### config.mk
export PLATFORM = sky130hd
export DESIGN_NAME = irq_slot_alloc
export DESIGN_NICKNAME = d
export VERILOG_FILES = /design/src/rtl/irq_slot_pkg.sv /design/src/rtl/slot_table.sv /design/src/rtl/slot_finder.sv /design/src/rtl/slot_ctrl.sv /design/src/rtl/irq_slot_alloc.sv
export SDC_FILE = /design/constraint.sdc
export NUM_CORES = 1
export LEC_CHECK = 0
export ABC_AREA = 0
export BUFFER_PORTS_ARGS = -buffer_cell sky130_fd_sc_hd__buf_2
export CAP_MARGIN = 20
export CELL_PAD_IN_SITES_DETAIL_PLACEMENT = 1
export CELL_PAD_IN_SITES_GLOBAL_PLACEMENT = 2
export CORE_ASPECT_RATIO = 0.75
export CORE_MARGIN = 1.5
export CORE_UTILIZATION = 34
export CTS_CLUSTER_DIAMETER = 80
export DETAILED_ROUTE_END_ITERATION = 8
export PLACE_DENSITY = 0.78
export SYNTH_ARGS = -nofsm -noshare
export SYNTH_HDL_FRONTEND = slang
export SYNTH_HIERARCHICAL = 1
export SYNTH_SLANG_ARGS = --single-unit
### constraint.sdc
create_clock -name clk -period 2.8 [get_ports clk]
set_input_delay 0.14 -clock clk [delete_from_list [all_inputs] [get_ports clk]]
set_output_delay 0.14 -clock clk [all_outputs]
set_load 0.01 [all_outputs]
### src/rtl/irq_slot_pkg.sv
`timescale 1ns/1ps
// Shared encodings for the interrupt line slot allocator.
// Assumes: a 2-bit entry state is enough; controller states are one-hot-free binary.
package irq_slot_pkg;

    typedef enum logic [1:0] {
        ENT_FREE  = 2'd0,
        ENT_RSV   = 2'd1,
        ENT_BYP   = 2'd2,
        ENT_ALLOC = 2'd3
    } ent_state_t;

    typedef enum logic [1:0] {
        C_INIT  = 2'd0,
        C_IDLE  = 2'd1,
        C_ALLOC = 2'd2
    } ctl_state_t;

    localparam logic OP_ALLOC = 1'b0;
    localparam logic OP_FREE  = 1'b1;

endpackage

### src/rtl/slot_table.sv
`timescale 1ns/1ps
// Line table: one state field and one source field per output line.
// Loads the reserved/bypassed masks during reset and flags mask bits that
// name nonexistent lines. Assumes set and clear never target the same line
// in one cycle (the controller never issues both together).
module slot_table
    import irq_slot_pkg::*;
#(
    parameter int NUM_LINES = 12,
    parameter int LINE_W    = 4,
    parameter int MASK_W    = 16,
    parameter int SRC_W     = 6
) (
    input  logic                             clk,
    input  logic                             rst_n,
    input  logic [MASK_W-1:0]                rsv_mask,
    input  logic [MASK_W-1:0]                byp_mask,
    input  logic                             set_en,
    input  logic [LINE_W-1:0]                set_idx,
    input  logic [SRC_W-1:0]                 set_src,
    input  logic                             clr_en,
    input  logic [LINE_W-1:0]                clr_idx,
    output ent_state_t [NUM_LINES-1:0]       st,
    output logic [NUM_LINES-1:0][SRC_W-1:0]  src,
    output logic [NUM_LINES-1:0]             free_vec,
    output logic                             cfg_err
);

    localparam logic [MASK_W-1:0] ONES    = '1;
    localparam logic [MASK_W-1:0] HI_MASK = ONES << NUM_LINES;

    // Capture whether any mask names a line beyond the table.
    always_ff @(posedge clk) begin
        if (!rst_n) cfg_err <= |((rsv_mask | byp_mask) & HI_MASK);
    end

    for (genvar i = 0; i < NUM_LINES; i++) begin : g_ent
        ent_state_t        st_q;
        logic [SRC_W-1:0]  src_q;

        // Per-line state: reset from masks, then grant or release.
        always_ff @(posedge clk) begin
            if (!rst_n) begin
                st_q  <= byp_mask[i] ? ENT_BYP : (rsv_mask[i] ? ENT_RSV : ENT_FREE);
                src_q <= '0;
            end else if (set_en && set_idx == LINE_W'(i)) begin
                st_q  <= ENT_ALLOC;
                src_q <= set_src;
            end else if (clr_en && clr_idx == LINE_W'(i)) begin
                st_q  <= ENT_FREE;
            end
        end

        assign st[i]       = st_q;
        assign src[i]      = src_q;
        assign free_vec[i] = (st_q == ENT_FREE);

        assert_rsv_sticky_R10: assert property (@(posedge clk) disable iff (!rst_n)
            st_q == ENT_RSV |=> st_q == ENT_RSV)
            else $error("reserved line %0d changed state", i);

        assert_byp_sticky_R10: assert property (@(posedge clk) disable iff (!rst_n)
            st_q == ENT_BYP |=> st_q == ENT_BYP)
            else $error("bypassed line %0d changed state", i);

        assert_grant_records_R4: assert property (@(posedge clk) disable iff (!rst_n)
            (set_en && set_idx == LINE_W'(i)) |=> (st_q == ENT_ALLOC && src_q == $past(set_src)))
            else $error("grant to line %0d not recorded", i);
    end

endmodule

### src/rtl/slot_finder.sv
`timescale 1ns/1ps
// Free-line search: reports the highest-indexed free line.
// Purely combinational; assumes free_vec is valid whenever it is read.
module slot_finder #(
    parameter int NUM_LINES = 12,
    parameter int LINE_W    = 4
) (
    input  logic [NUM_LINES-1:0] free_vec,
    output logic                 found,
    output logic [LINE_W-1:0]    hit
);

    // Scan upward so the last free line seen, the highest, wins.
    always_comb begin
        found = 1'b0;
        hit   = '0;
        for (int i = 0; i < NUM_LINES; i++) begin
            if (free_vec[i]) begin
                found = 1'b1;
                hit   = LINE_W'(i);
            end
        end
    end

endmodule

### src/rtl/slot_ctrl.sv
`timescale 1ns/1ps
// Request controller: post-reset safe sweep, request handshake, block
// allocation one source per cycle, release, and the response/write outputs.
// Assumes the table reflects last cycle's set/clear and the finder is combinational.
module slot_ctrl
    import irq_slot_pkg::*;
#(
    parameter int NUM_LINES = 12,
    parameter int NUM_SRCS  = 64,
    parameter int LINE_W    = 4,
    parameter int SRC_W     = 6,
    parameter int CNT_W     = 3,
    parameter int SAFE_SRC  = 0
) (
    input  logic                             clk,
    input  logic                             rst_n,
    input  logic                             req_valid,
    output logic                             req_ready,
    input  logic                             req_op,
    input  logic [SRC_W-1:0]                 req_src,
    input  logic [CNT_W-1:0]                 req_cnt,
    input  logic [LINE_W-1:0]                req_line,
    input  ent_state_t [NUM_LINES-1:0]       st,
    input  logic [NUM_LINES-1:0][SRC_W-1:0]  src,
    input  logic [NUM_LINES-1:0]             free_vec,
    input  logic                             found,
    input  logic [LINE_W-1:0]                hit,
    output logic                             set_en,
    output logic [LINE_W-1:0]                set_idx,
    output logic [SRC_W-1:0]                 set_src,
    output logic                             clr_en,
    output logic [LINE_W-1:0]                clr_idx,
    output logic                             wr_valid,
    output logic [LINE_W-1:0]                wr_line,
    output logic [SRC_W-1:0]                 wr_src,
    output logic                             rsp_done,
    output logic                             rsp_err,
    output logic [LINE_W-1:0]                rsp_line,
    output logic [SRC_W-1:0]                 rsp_src,
    output logic [CNT_W-1:0]                 rsp_count
);

    localparam int               SUM_W = SRC_W + 2;
    localparam logic [SRC_W-1:0] SAFE  = SRC_W'(SAFE_SRC);

    ctl_state_t         cs;
    logic [LINE_W-1:0]  init_idx;
    logic [SRC_W-1:0]   cur_src;
    logic [CNT_W-1:0]   left;
    logic [CNT_W-1:0]   granted;
    logic               accept;
    logic               line_ok;
    logic [LINE_W-1:0]  sel;
    ent_state_t         sel_st;
    logic               free_ok;
    logic [SUM_W-1:0]   src_end;
    logic               range_bad;

    // Request decode and table update strobes.
    always_comb begin
        req_ready = (cs == C_IDLE);
        accept    = req_valid && req_ready;
        line_ok   = ({1'b0, req_line} < (LINE_W + 1)'(NUM_LINES));
        sel       = line_ok ? req_line : '0;
        sel_st    = st[sel];
        free_ok   = line_ok && (sel_st == ENT_FREE || sel_st == ENT_ALLOC);
        src_end   = SUM_W'(req_src) + SUM_W'(req_cnt);
        range_bad = (req_cnt == '0) || (src_end > SUM_W'(NUM_SRCS));
        set_en    = (cs == C_ALLOC) && found;
        set_idx   = hit;
        set_src   = cur_src;
        clr_en    = accept && (req_op == OP_FREE) && free_ok;
        clr_idx   = sel;
    end

    // Sequencer: sweep, idle/accept, and per-source grant loop.
    always_ff @(posedge clk) begin
        if (!rst_n) begin
            cs        <= C_INIT;
            init_idx  <= '0;
            cur_src   <= '0;
            left      <= '0;
            granted   <= '0;
            wr_valid  <= 1'b0;
            wr_line   <= '0;
            wr_src    <= '0;
            rsp_done  <= 1'b0;
            rsp_err   <= 1'b0;
            rsp_line  <= '0;
            rsp_src   <= '0;
            rsp_count <= '0;
        end else begin
            wr_valid <= 1'b0;
            rsp_done <= 1'b0;
            case (cs)
                C_INIT: begin
                    wr_valid <= (st[init_idx] == ENT_FREE);
                    wr_line  <= init_idx;
                    wr_src   <= SAFE;
                    init_idx <= init_idx + 1'b1;
                    if (init_idx == LINE_W'(NUM_LINES - 1)) cs <= C_IDLE;
                end
                C_IDLE: begin
                    if (accept && req_op == OP_FREE) begin
                        rsp_done  <= 1'b1;
                        rsp_err   <= !free_ok;
                        rsp_line  <= req_line;
                        rsp_count <= '0;
                        rsp_src   <= (free_ok && sel_st == ENT_ALLOC) ? src[sel] : SAFE;
                        if (free_ok) begin
                            wr_valid <= 1'b1;
                            wr_line  <= sel;
                            wr_src   <= SAFE;
                        end
                    end else if (accept) begin
                        rsp_line <= '0;
                        rsp_src  <= req_src;
                        granted  <= '0;
                        if (range_bad) begin
                            rsp_done  <= 1'b1;
                            rsp_err   <= 1'b1;
                            rsp_count <= '0;
                        end else begin
                            cur_src <= req_src;
                            left    <= req_cnt;
                            cs      <= C_ALLOC;
                        end
                    end
                end
                C_ALLOC: begin
                    if (found) begin
                        wr_valid <= 1'b1;
                        wr_line  <= hit;
                        wr_src   <= cur_src;
                        rsp_line <= hit;
                        rsp_src  <= cur_src;
                        granted  <= granted + 1'b1;
                        cur_src  <= cur_src + 1'b1;
                        left     <= left - 1'b1;
                        if (left == CNT_W'(1)) begin
                            rsp_done  <= 1'b1;
                            rsp_err   <= 1'b0;
                            rsp_count <= granted + 1'b1;
                            cs        <= C_IDLE;
                        end
                    end else begin
                        rsp_done  <= 1'b1;
                        rsp_err   <= 1'b1;
                        rsp_count <= granted;
                        cs        <= C_IDLE;
                    end
                end
                default: cs <= C_IDLE;
            endcase
        end
    end

    assert_pick_highest_R3: assert property (@(posedge clk) disable iff (!rst_n)
        found |-> (free_vec[hit] && ((free_vec >> hit) == NUM_LINES'(1))))
        else $error("search did not return the highest free line");

    assert_bad_range_R5: assert property (@(posedge clk) disable iff (!rst_n)
        (accept && req_op == OP_ALLOC && range_bad) |=> (rsp_done && rsp_err && !wr_valid && rsp_count == '0))
        else $error("out-of-range allocation not rejected cleanly");

    assert_free_safe_R7: assert property (@(posedge clk) disable iff (!rst_n)
        (accept && req_op == OP_FREE && free_ok) |=> (wr_valid && wr_src == SAFE && wr_line == $past(req_line) && !rsp_err))
        else $error("release did not push safe source");

    assert_free_reject_R8: assert property (@(posedge clk) disable iff (!rst_n)
        (accept && req_op == OP_FREE && !free_ok) |=> (rsp_done && rsp_err && !wr_valid))
        else $error("protected release not rejected");

endmodule

### src/rtl/irq_slot_alloc.sv
`timescale 1ns/1ps
// Interrupt line slot allocator top: joins table, free-line search and controller.
// Assumes masks are held stable while rst_n is low.
module irq_slot_alloc
    import irq_slot_pkg::*;
#(
    parameter int NUM_LINES = 12,
    parameter int NUM_SRCS  = 64,
    parameter int CNT_W     = 3,
    parameter int SAFE_SRC  = 0,
    localparam int LINE_W   = $clog2(NUM_LINES),
    localparam int MASK_W   = 1 << LINE_W,
    localparam int SRC_W    = $clog2(NUM_SRCS)
) (
    input  logic               clk,
    input  logic               rst_n,
    input  logic [MASK_W-1:0]  cfg_rsv_mask,
    input  logic [MASK_W-1:0]  cfg_byp_mask,
    output logic               cfg_err,
    input  logic               req_valid,
    output logic               req_ready,
    input  logic               req_op,
    input  logic [SRC_W-1:0]   req_src,
    input  logic [CNT_W-1:0]   req_cnt,
    input  logic [LINE_W-1:0]  req_line,
    output logic               wr_valid,
    output logic [LINE_W-1:0]  wr_line,
    output logic [SRC_W-1:0]   wr_src,
    output logic               rsp_done,
    output logic               rsp_err,
    output logic [LINE_W-1:0]  rsp_line,
    output logic [SRC_W-1:0]   rsp_src,
    output logic [CNT_W-1:0]   rsp_count
);

    ent_state_t [NUM_LINES-1:0]       st;
    logic [NUM_LINES-1:0][SRC_W-1:0]  src;
    logic [NUM_LINES-1:0]             free_vec;
    logic                             found;
    logic [LINE_W-1:0]                hit;
    logic                             set_en;
    logic [LINE_W-1:0]                set_idx;
    logic [SRC_W-1:0]                 set_src;
    logic                             clr_en;
    logic [LINE_W-1:0]                clr_idx;

    slot_table #(
        .NUM_LINES(NUM_LINES), .LINE_W(LINE_W), .MASK_W(MASK_W), .SRC_W(SRC_W)
    ) u_table (
        .clk(clk), .rst_n(rst_n),
        .rsv_mask(cfg_rsv_mask), .byp_mask(cfg_byp_mask),
        .set_en(set_en), .set_idx(set_idx), .set_src(set_src),
        .clr_en(clr_en), .clr_idx(clr_idx),
        .st(st), .src(src), .free_vec(free_vec), .cfg_err(cfg_err)
    );

    slot_finder #(
        .NUM_LINES(NUM_LINES), .LINE_W(LINE_W)
    ) u_finder (
        .free_vec(free_vec), .found(found), .hit(hit)
    );

    slot_ctrl #(
        .NUM_LINES(NUM_LINES), .NUM_SRCS(NUM_SRCS), .LINE_W(LINE_W),
        .SRC_W(SRC_W), .CNT_W(CNT_W), .SAFE_SRC(SAFE_SRC)
    ) u_ctrl (
        .clk(clk), .rst_n(rst_n),
        .req_valid(req_valid), .req_ready(req_ready), .req_op(req_op),
        .req_src(req_src), .req_cnt(req_cnt), .req_line(req_line),
        .st(st), .src(src), .free_vec(free_vec), .found(found), .hit(hit),
        .set_en(set_en), .set_idx(set_idx), .set_src(set_src),
        .clr_en(clr_en), .clr_idx(clr_idx),
        .wr_valid(wr_valid), .wr_line(wr_line), .wr_src(wr_src),
        .rsp_done(rsp_done), .rsp_err(rsp_err), .rsp_line(rsp_line),
        .rsp_src(rsp_src), .rsp_count(rsp_count)
    );

endmodule

# ---- Word level (Yosys, flattened, before mapping)
# Index checks and enable logic that the tools add are counted.
dict set report word_totals {
  inputBits 49
  word_cells 305
  regBits 141
}
dict set report classes {
  eq_ne 49
  bitwise 1
  n_mux 148
  add_sub_neg 5
  reduce_logical 60
  n_lt_le_gt_ge 4
}
# operator count
set op_table {}
lappend op_table {{$mux 2} 58}
lappend op_table {{$mux 6} 11}
lappend op_table {{$mux 3} 16}
lappend op_table {{$ne 3x1->1 const B} 14}
lappend op_table {{$mux 4} 10}
lappend op_table {{$mux 1} 38}
lappend op_table {{$eq 4x4->1 const B} 9}
lappend op_table {{$eq 4x3->1 const B} 8}
lappend op_table {{$logic_and 1x1->1} 30}
lappend op_table {{$logic_not 2->1} 15}
lappend op_table {{$bmux 6 s4} 1}
lappend op_table {{$pmux 6 s2} 2}
lappend op_table {{$pmux 3 s2} 3}
lappend op_table {{$pmux 6 s3} 1}
lappend op_table {{$bmux 2 s4} 2}
lappend op_table {{$eq 4x2->1 const B} 4}
lappend op_table {{$or 16x16->16} 1}
lappend op_table {{$pmux 4 s3} 1}
lappend op_table {{$reduce_and 4->1} 3}
lappend op_table {{$lt 4x5->1 const B} 2}
lappend op_table {{$ne 2x1->1 const B} 5}
lappend op_table {{$reduce_and 5->1} 2}
lappend op_table {{$eq 4x1->1 const B} 2}
lappend op_table {{$gt 8x7->1 const B} 1}
lappend op_table {{other kinds (23)} 28}

# ---- Longest topological paths before layout
dict set report depth {
  ltp_word 17
  mapped_depth 13
  mapped_depth_nobuf 13
}

# ---- Modules after synthesis
# The synthesis kept the hierarchy.
# mod seq_area_each_um2 instances area_per_inst_um2 cells_each
set modules_own_cells {}
lappend modules_own_cells {slot_table 2192.1 1 3706.1 318}
lappend modules_own_cells {slot_ctrl 880.8 1 3606.0 459}
lappend modules_own_cells {slot_finder 0.0 1 106.4 20}

# ---- Worst setup path before layout
# Ideal clock, no wire load.
dict set report synth_timing {
  path_kind {input to register}
  startpoint {in req_line[0]}
  endpoint {reg u_table.g_ent[0].st_q[0] (enable)}
  slack_ns -0.280
  t_required_ns 2.462
  cell_stages 10
  arrival_ns 2.742
  setup_time_ns 0.338
  cell_sequence {buf_4 -> buf_2 -> mux2_2 -> a221oi_1 -> a211oi_1 -> ha_1 -> or3_4 -> clkinv_2 -> or3b_2 -> o31ai_1}
}
dict set report synth_via {
  elab_chain_len 10
  word_cells_on_any_way 12
}
# element line_no
set synth_lines {}
lappend synth_lines {{from (decl)} irq_slot_alloc.sv:25} ;# input logic [LINE_W-1:0] req_line,
lappend synth_lines {{$lt 4x4->1} slot_ctrl.sv:63} ;# line_ok = ({1'b0, req_line} < (LINE_W + 1)'(NUM_LINES));
lappend synth_lines {{$mux 4} slot_ctrl.sv:64} ;# sel = line_ok ? req_line : '0;
lappend synth_lines {{$bmux 2 s4} slot_ctrl.sv:65} ;# sel_st = st[sel];
lappend synth_lines {{$mux 2 (implied by the code)} slot_ctrl.sv:65}
lappend synth_lines {{$eq 2x2->1 / $logic_not 2->1 (equally long branches)} slot_ctrl.sv:66} ;# free_ok = line_ok && (sel_st == ENT_FREE || sel_st == ENT_ALLOC);
lappend synth_lines {{$logic_or 1x1->1} slot_ctrl.sv:66}
lappend synth_lines {{$logic_and 1x1->1 *} slot_ctrl.sv:66}
lappend synth_lines {{$logic_and 1x1->1 *} slot_ctrl.sv:72} ;# clr_en = accept && (req_op == OP_FREE) && free_ok;
lappend synth_lines {{named net clr_en} irq_slot_alloc.sv:44} ;# logic clr_en;
lappend synth_lines {{$logic_and 1x1->1 *} slot_table.sv:49} ;# end else if (clr_en && clr_idx == LINE_W'(i)) begin
lappend synth_lines {{$ne 3x1->1 (no source line) *} -}
lappend synth_lines {{to (signal assigned)} slot_table.sv:44} ;# st_q <= byp_mask[i] ? ENT_BYP : (rsv_mask[i] ? ENT_RSV : ENT_FREE);
lappend synth_lines {{to (decl)} slot_table.sv:38} ;# ent_state_t st_q;
# Mark *: on every way through the listed nets, which the timed path passes. The rest lies on a longest branch. The select of a mux whose other input is x is not followed.
# A chain may end at the register's enable or synchronous reset.

# ---- Worst setup path after layout
dict set report layout_timing {
  startpoint {reg u_table.g_ent[6].st_q[1]}
  endpoint {reg u_table.g_ent[0].st_q[1] (enable)}
}
dict set report layout_via {
  word_cells_on_any_way 25
}
# element line_no
set layout_lines {}
lappend layout_lines {{from (decl)} slot_table.sv:38}
lappend layout_lines {{from (signal assigned)} slot_table.sv:44}
lappend layout_lines {{$bmux 2 s4 *} slot_ctrl.sv:65}
lappend layout_lines {{$mux 2 (implied by the code) *} slot_ctrl.sv:65}
lappend layout_lines {{$eq 2x2->1 / $logic_not 2->1 (equally long branches)} slot_ctrl.sv:66}
lappend layout_lines {{$logic_or 1x1->1 *} slot_ctrl.sv:66}
lappend layout_lines {{$logic_and 1x1->1 *} slot_ctrl.sv:66}
lappend layout_lines {{$logic_and 1x1->1 *} slot_ctrl.sv:72}
lappend layout_lines {{named net clr_en} irq_slot_alloc.sv:44}
lappend layout_lines {{$logic_and 1x1->1 *} slot_table.sv:49}
lappend layout_lines {{$ne 3x1->1 (no source line) *} -}
# Marked as above.

==> key figures <==
Run status
  – Status: complete, but fails checks
  – Failing checks: negative setup slack

Critical path
  – Crit path DAT: 3.03 ns
  – Worst Reg2Reg Path Length in Cells: 9
  – Worst Path Required: 2.91 ns
  – Crit Path Category: reg2reg
  – Worst r2r src: u_table/g_ent[6].st_q[1]
  – R2r setup slk: -0.11 ns
  – CP Max Fanout: 4
  – CP startpoint kind: register
  – Nature of the critical path endpoint: register
  – Worst R2R End: u_table/g_ent[0].st_q[1]

Logic synthesis
  – Synth warn: 6
  – Synth area leaders: dfxtp_1, edfxtp_1, a22o_1, mux2i_1, nand2_1
  – Register area share after synthesis: 41.42%
  – Asr flop ratio synth: 0%
  – Gate Count Post-Synth: approximately 800
  – Synthesized area: 7418 sq um
  – Area leader, netlist: dfxtp_1
  – EDFF count, synth: 25
  – Cell variety after synth: 85
  – Top FF cell, synth: dfxtp_1
  – Top-area cell type share of the netlist area: 31.30%
  – Yosys reg bits: 141
  – Syn Area/Cell: 9.308 sq um
  – Mapped Nets: 860

Routing
  – Routed Wire Length: 27320 um
  – Wire length per cell: 21.89 um
  – Vias per cell: about 5.6
  – Initial DRC count: 653
  – Antenna-violating nets left: 0
  – Vias post-DR: 6962
  – Router iterations before antenna repair: 8
  – DRC errors left: 0

Clock tree
  – Clock latency on the worst-skew pair: 0.43 ns
  – H-tree depth: 4
  – CTS tree: yes
  – Longest Clk Path Bufs: 2
  – Total CTS buffers: 17
  – Root Driver: clkbuf_16
  – CTS sink cnt: 141
  – Clock slew at reported path FFs: 0.06 ns

STA
  – Slew margin rel.: 53.64%
  – Final min period: 2.914 ns
  – Fin. Hold Viols: 0
  – Final Max Tran Viols: 0
  – Final period util: 104.1%
  – RSZ-0062 raised after global routing: yes
  – Setup TNS Final: -1.225 ns
  – Setup violations, final: 21
  – Final setup margin: -0.1139 ns
  – Fin Hold WS: 0.01601 ns
  – FMAX: 343.2 MHz
  – Skew final: 0.01105 ns
  – Worst Max-Slew Pin Slew: 0.6946 ns

GRT
  – GR Overflow Total: 0
  – All-Layer GR Usage: approximately 24%
  – First-pass GRT wire length: 41920 um
  – Vias in the first global route: 6957
  – Initial antenna violation count: 1
  – Pin count of the biggest net entering global routing: 43

Power and ir drop
  – Lkg Pwr: 0.003833 uW
  – PwrDens: around 720 nW/um^2
  – Peak supply drop: about 0.41 mV

Finish
  – Fillers: 2463
  – Share of post-route cells with drive strength above 1: 30.42%
  – Nets: 1010
  – Number of diodes: 0
  – Area Overhead vs Synth: 28.66%
  – Core Util, Final: 44.82%
  – Post-route cell area: 9544 sq um
  – Most frequent cells in the layout: dfxtp_1, buf_4, buf_2, nand2_1, nor2_1
  – Most common cell after layout, fill and taps aside: dfxtp_1

Die
  – Top-level port count: 77
  – Die extent in y: between 100 and 150 um
  – Row cnt: 46
  – Die Wd: 173.6 um
  – Area of the die: 22720 sq um
  – Starting density of the core: 34.84%
  – Core footprint: approximately 21000 sq um

Worst hold path
  – Hold path cells: 2
  – WHS Endpoint: u_table/g_ent[4].st_q[0]
  – Hold_sp: cfg_rsv_mask[4]
  – Worst hold path type: in2reg

Place
  – Placed wire-length estimate: 20230 um
  – IO buf count: 76
  – Placed Area: 8661 sq um
  – GP Congestion: 0.9047
  – Place WS: -0.1853 ns

Job
  – MaxCap Viol Count: 0
==> cell type report <==
type                            instances  area (sq um)  share of cell area (%)
Clock buffer                           17         425.4                   4.457
Timing Repair Buffer                  180          1230                   12.89
Tap cell                              288         360.3                   3.776
Clock inverter                         15         170.2                   1.783
Multi-Input combinational cell        577          4165                   43.64
Inverter                               30         120.1                   1.259
Sequential cell                       141          3073                   32.20
==> synth_stat cells (5+ instances only) <==
master    count
a21oi_2       6
inv_1        26
clkbuf_1     24
buf_4         7
nor3_1       11
mux2i_1      36
nand4_1       7
mux4_2        8
mux2_2       16
nor2_1       75
a211oi_1      7
a311o_1       5
a22o_1       53
buf_2        13
nor2b_1       7
a21o_1       10
nand3_1      15
a221o_1       6
dfxtp_1     116
o21ai_0      40
edfxtp_1     25
a22oi_1       5
o22ai_1       9
o211ai_1      8
a21oi_1      51
nand2_1      78
ha_1         13
nand2b_1     12
o32ai_1       5
==> state kept, by name (all words and copies together) (netlist names), 4 cells and up <==
name	flops
u_ctrl/wr_line	4
u_table/g_ent.src_q	72
u_ctrl/rsp_line	4
u_ctrl/rsp_src	6
u_ctrl/set_src	6
u_ctrl/init_idx	4
u_ctrl/wr_src	6
u_table/g_ent.st_q	24
==> logic make-up (layout without fill, tap and decap cells) <==
kind of cell	count (synthesis)	in the layout	synth area share, %
compound gates	247	247	24.27
xor+xnor	6	6	0.7084
fa+ha+maj	14	14	2.463
buf+inv	79	242	4.722
flops	141	141	41.42
mux	60	60	9.715
simple gates	250	250	16.70
==> routing by layer <==
| metal | up-vias | GRT usage [%] | part of all wire [%] |
|---|---|---|---|
| met5 | - | 0 | 0.048 |
| met4 | 2 | 5.217 | 0.61 |
| met3 | 13 | 6.250 | 8.1 |
| met2 | 242 | 35.46 | 42 |
| met1 | 3448 | 36.18 | 49 |
| li1 | 3257 | - | - |
==> per-stage QoR <==
step / instances / power (uW)
3_3_place_gp: 1201 / 4440
2_1_floorplan: 797 / 3640
5_1_grt: 1248 / 7207
6_report: 1248 / 6872
3_5_place_dp: 1202 / 4479
4_1_cts: 1242 / 6833
==> worst max-delay path, cell delays in order, from the launching register on <==
cell	delay (ns)
edfxtp_1	0.39
and2_4	0.15
mux4_2	0.48
nor2_4	0.13
a211oi_2	0.06
ha_1	0.31
or3_4	0.36
clkinv_4	0.06
or3b_4	0.43
o31ai_4	0.22
==> power by group <==
part	leakage, uW	switching (uW)	internal [uW]
clock	0.000287	1050	1270
sequential	0.00119	184	2260
combinational	0.00235	1290	820
==> timing repair <==
item	CTS	global route
hold buffers	5	0
setup buffers	3	7
pin swaps	7	12
gates resized for setup	12	33
hold endpoints to repair	3	0
setup endpoints to repair	26	90
==> worst max-delay path by stage <==
stage / from / end / slack [ns]
floorplan: u_table/g_ent[6].st_q[1] / u_table/g_ent[0].st_q[0] / 0.001
global placement: req_line[0] / u_table/g_ent[0].st_q[0] / -0.13
detailed placement: req_line[0] / u_table/g_ent[1].st_q[1] / -0.19
CTS: u_table/g_ent[6].st_q[1] / u_table/g_ent[0].st_q[1] / -0.06
global route: u_table/g_ent[6].st_q[1] / u_table/g_ent[4].st_q[1] / -0.19
finish: u_table/g_ent[6].st_q[1] / u_table/g_ent[0].st_q[1] / -0.11
Power figures use the tool's default switching activity.
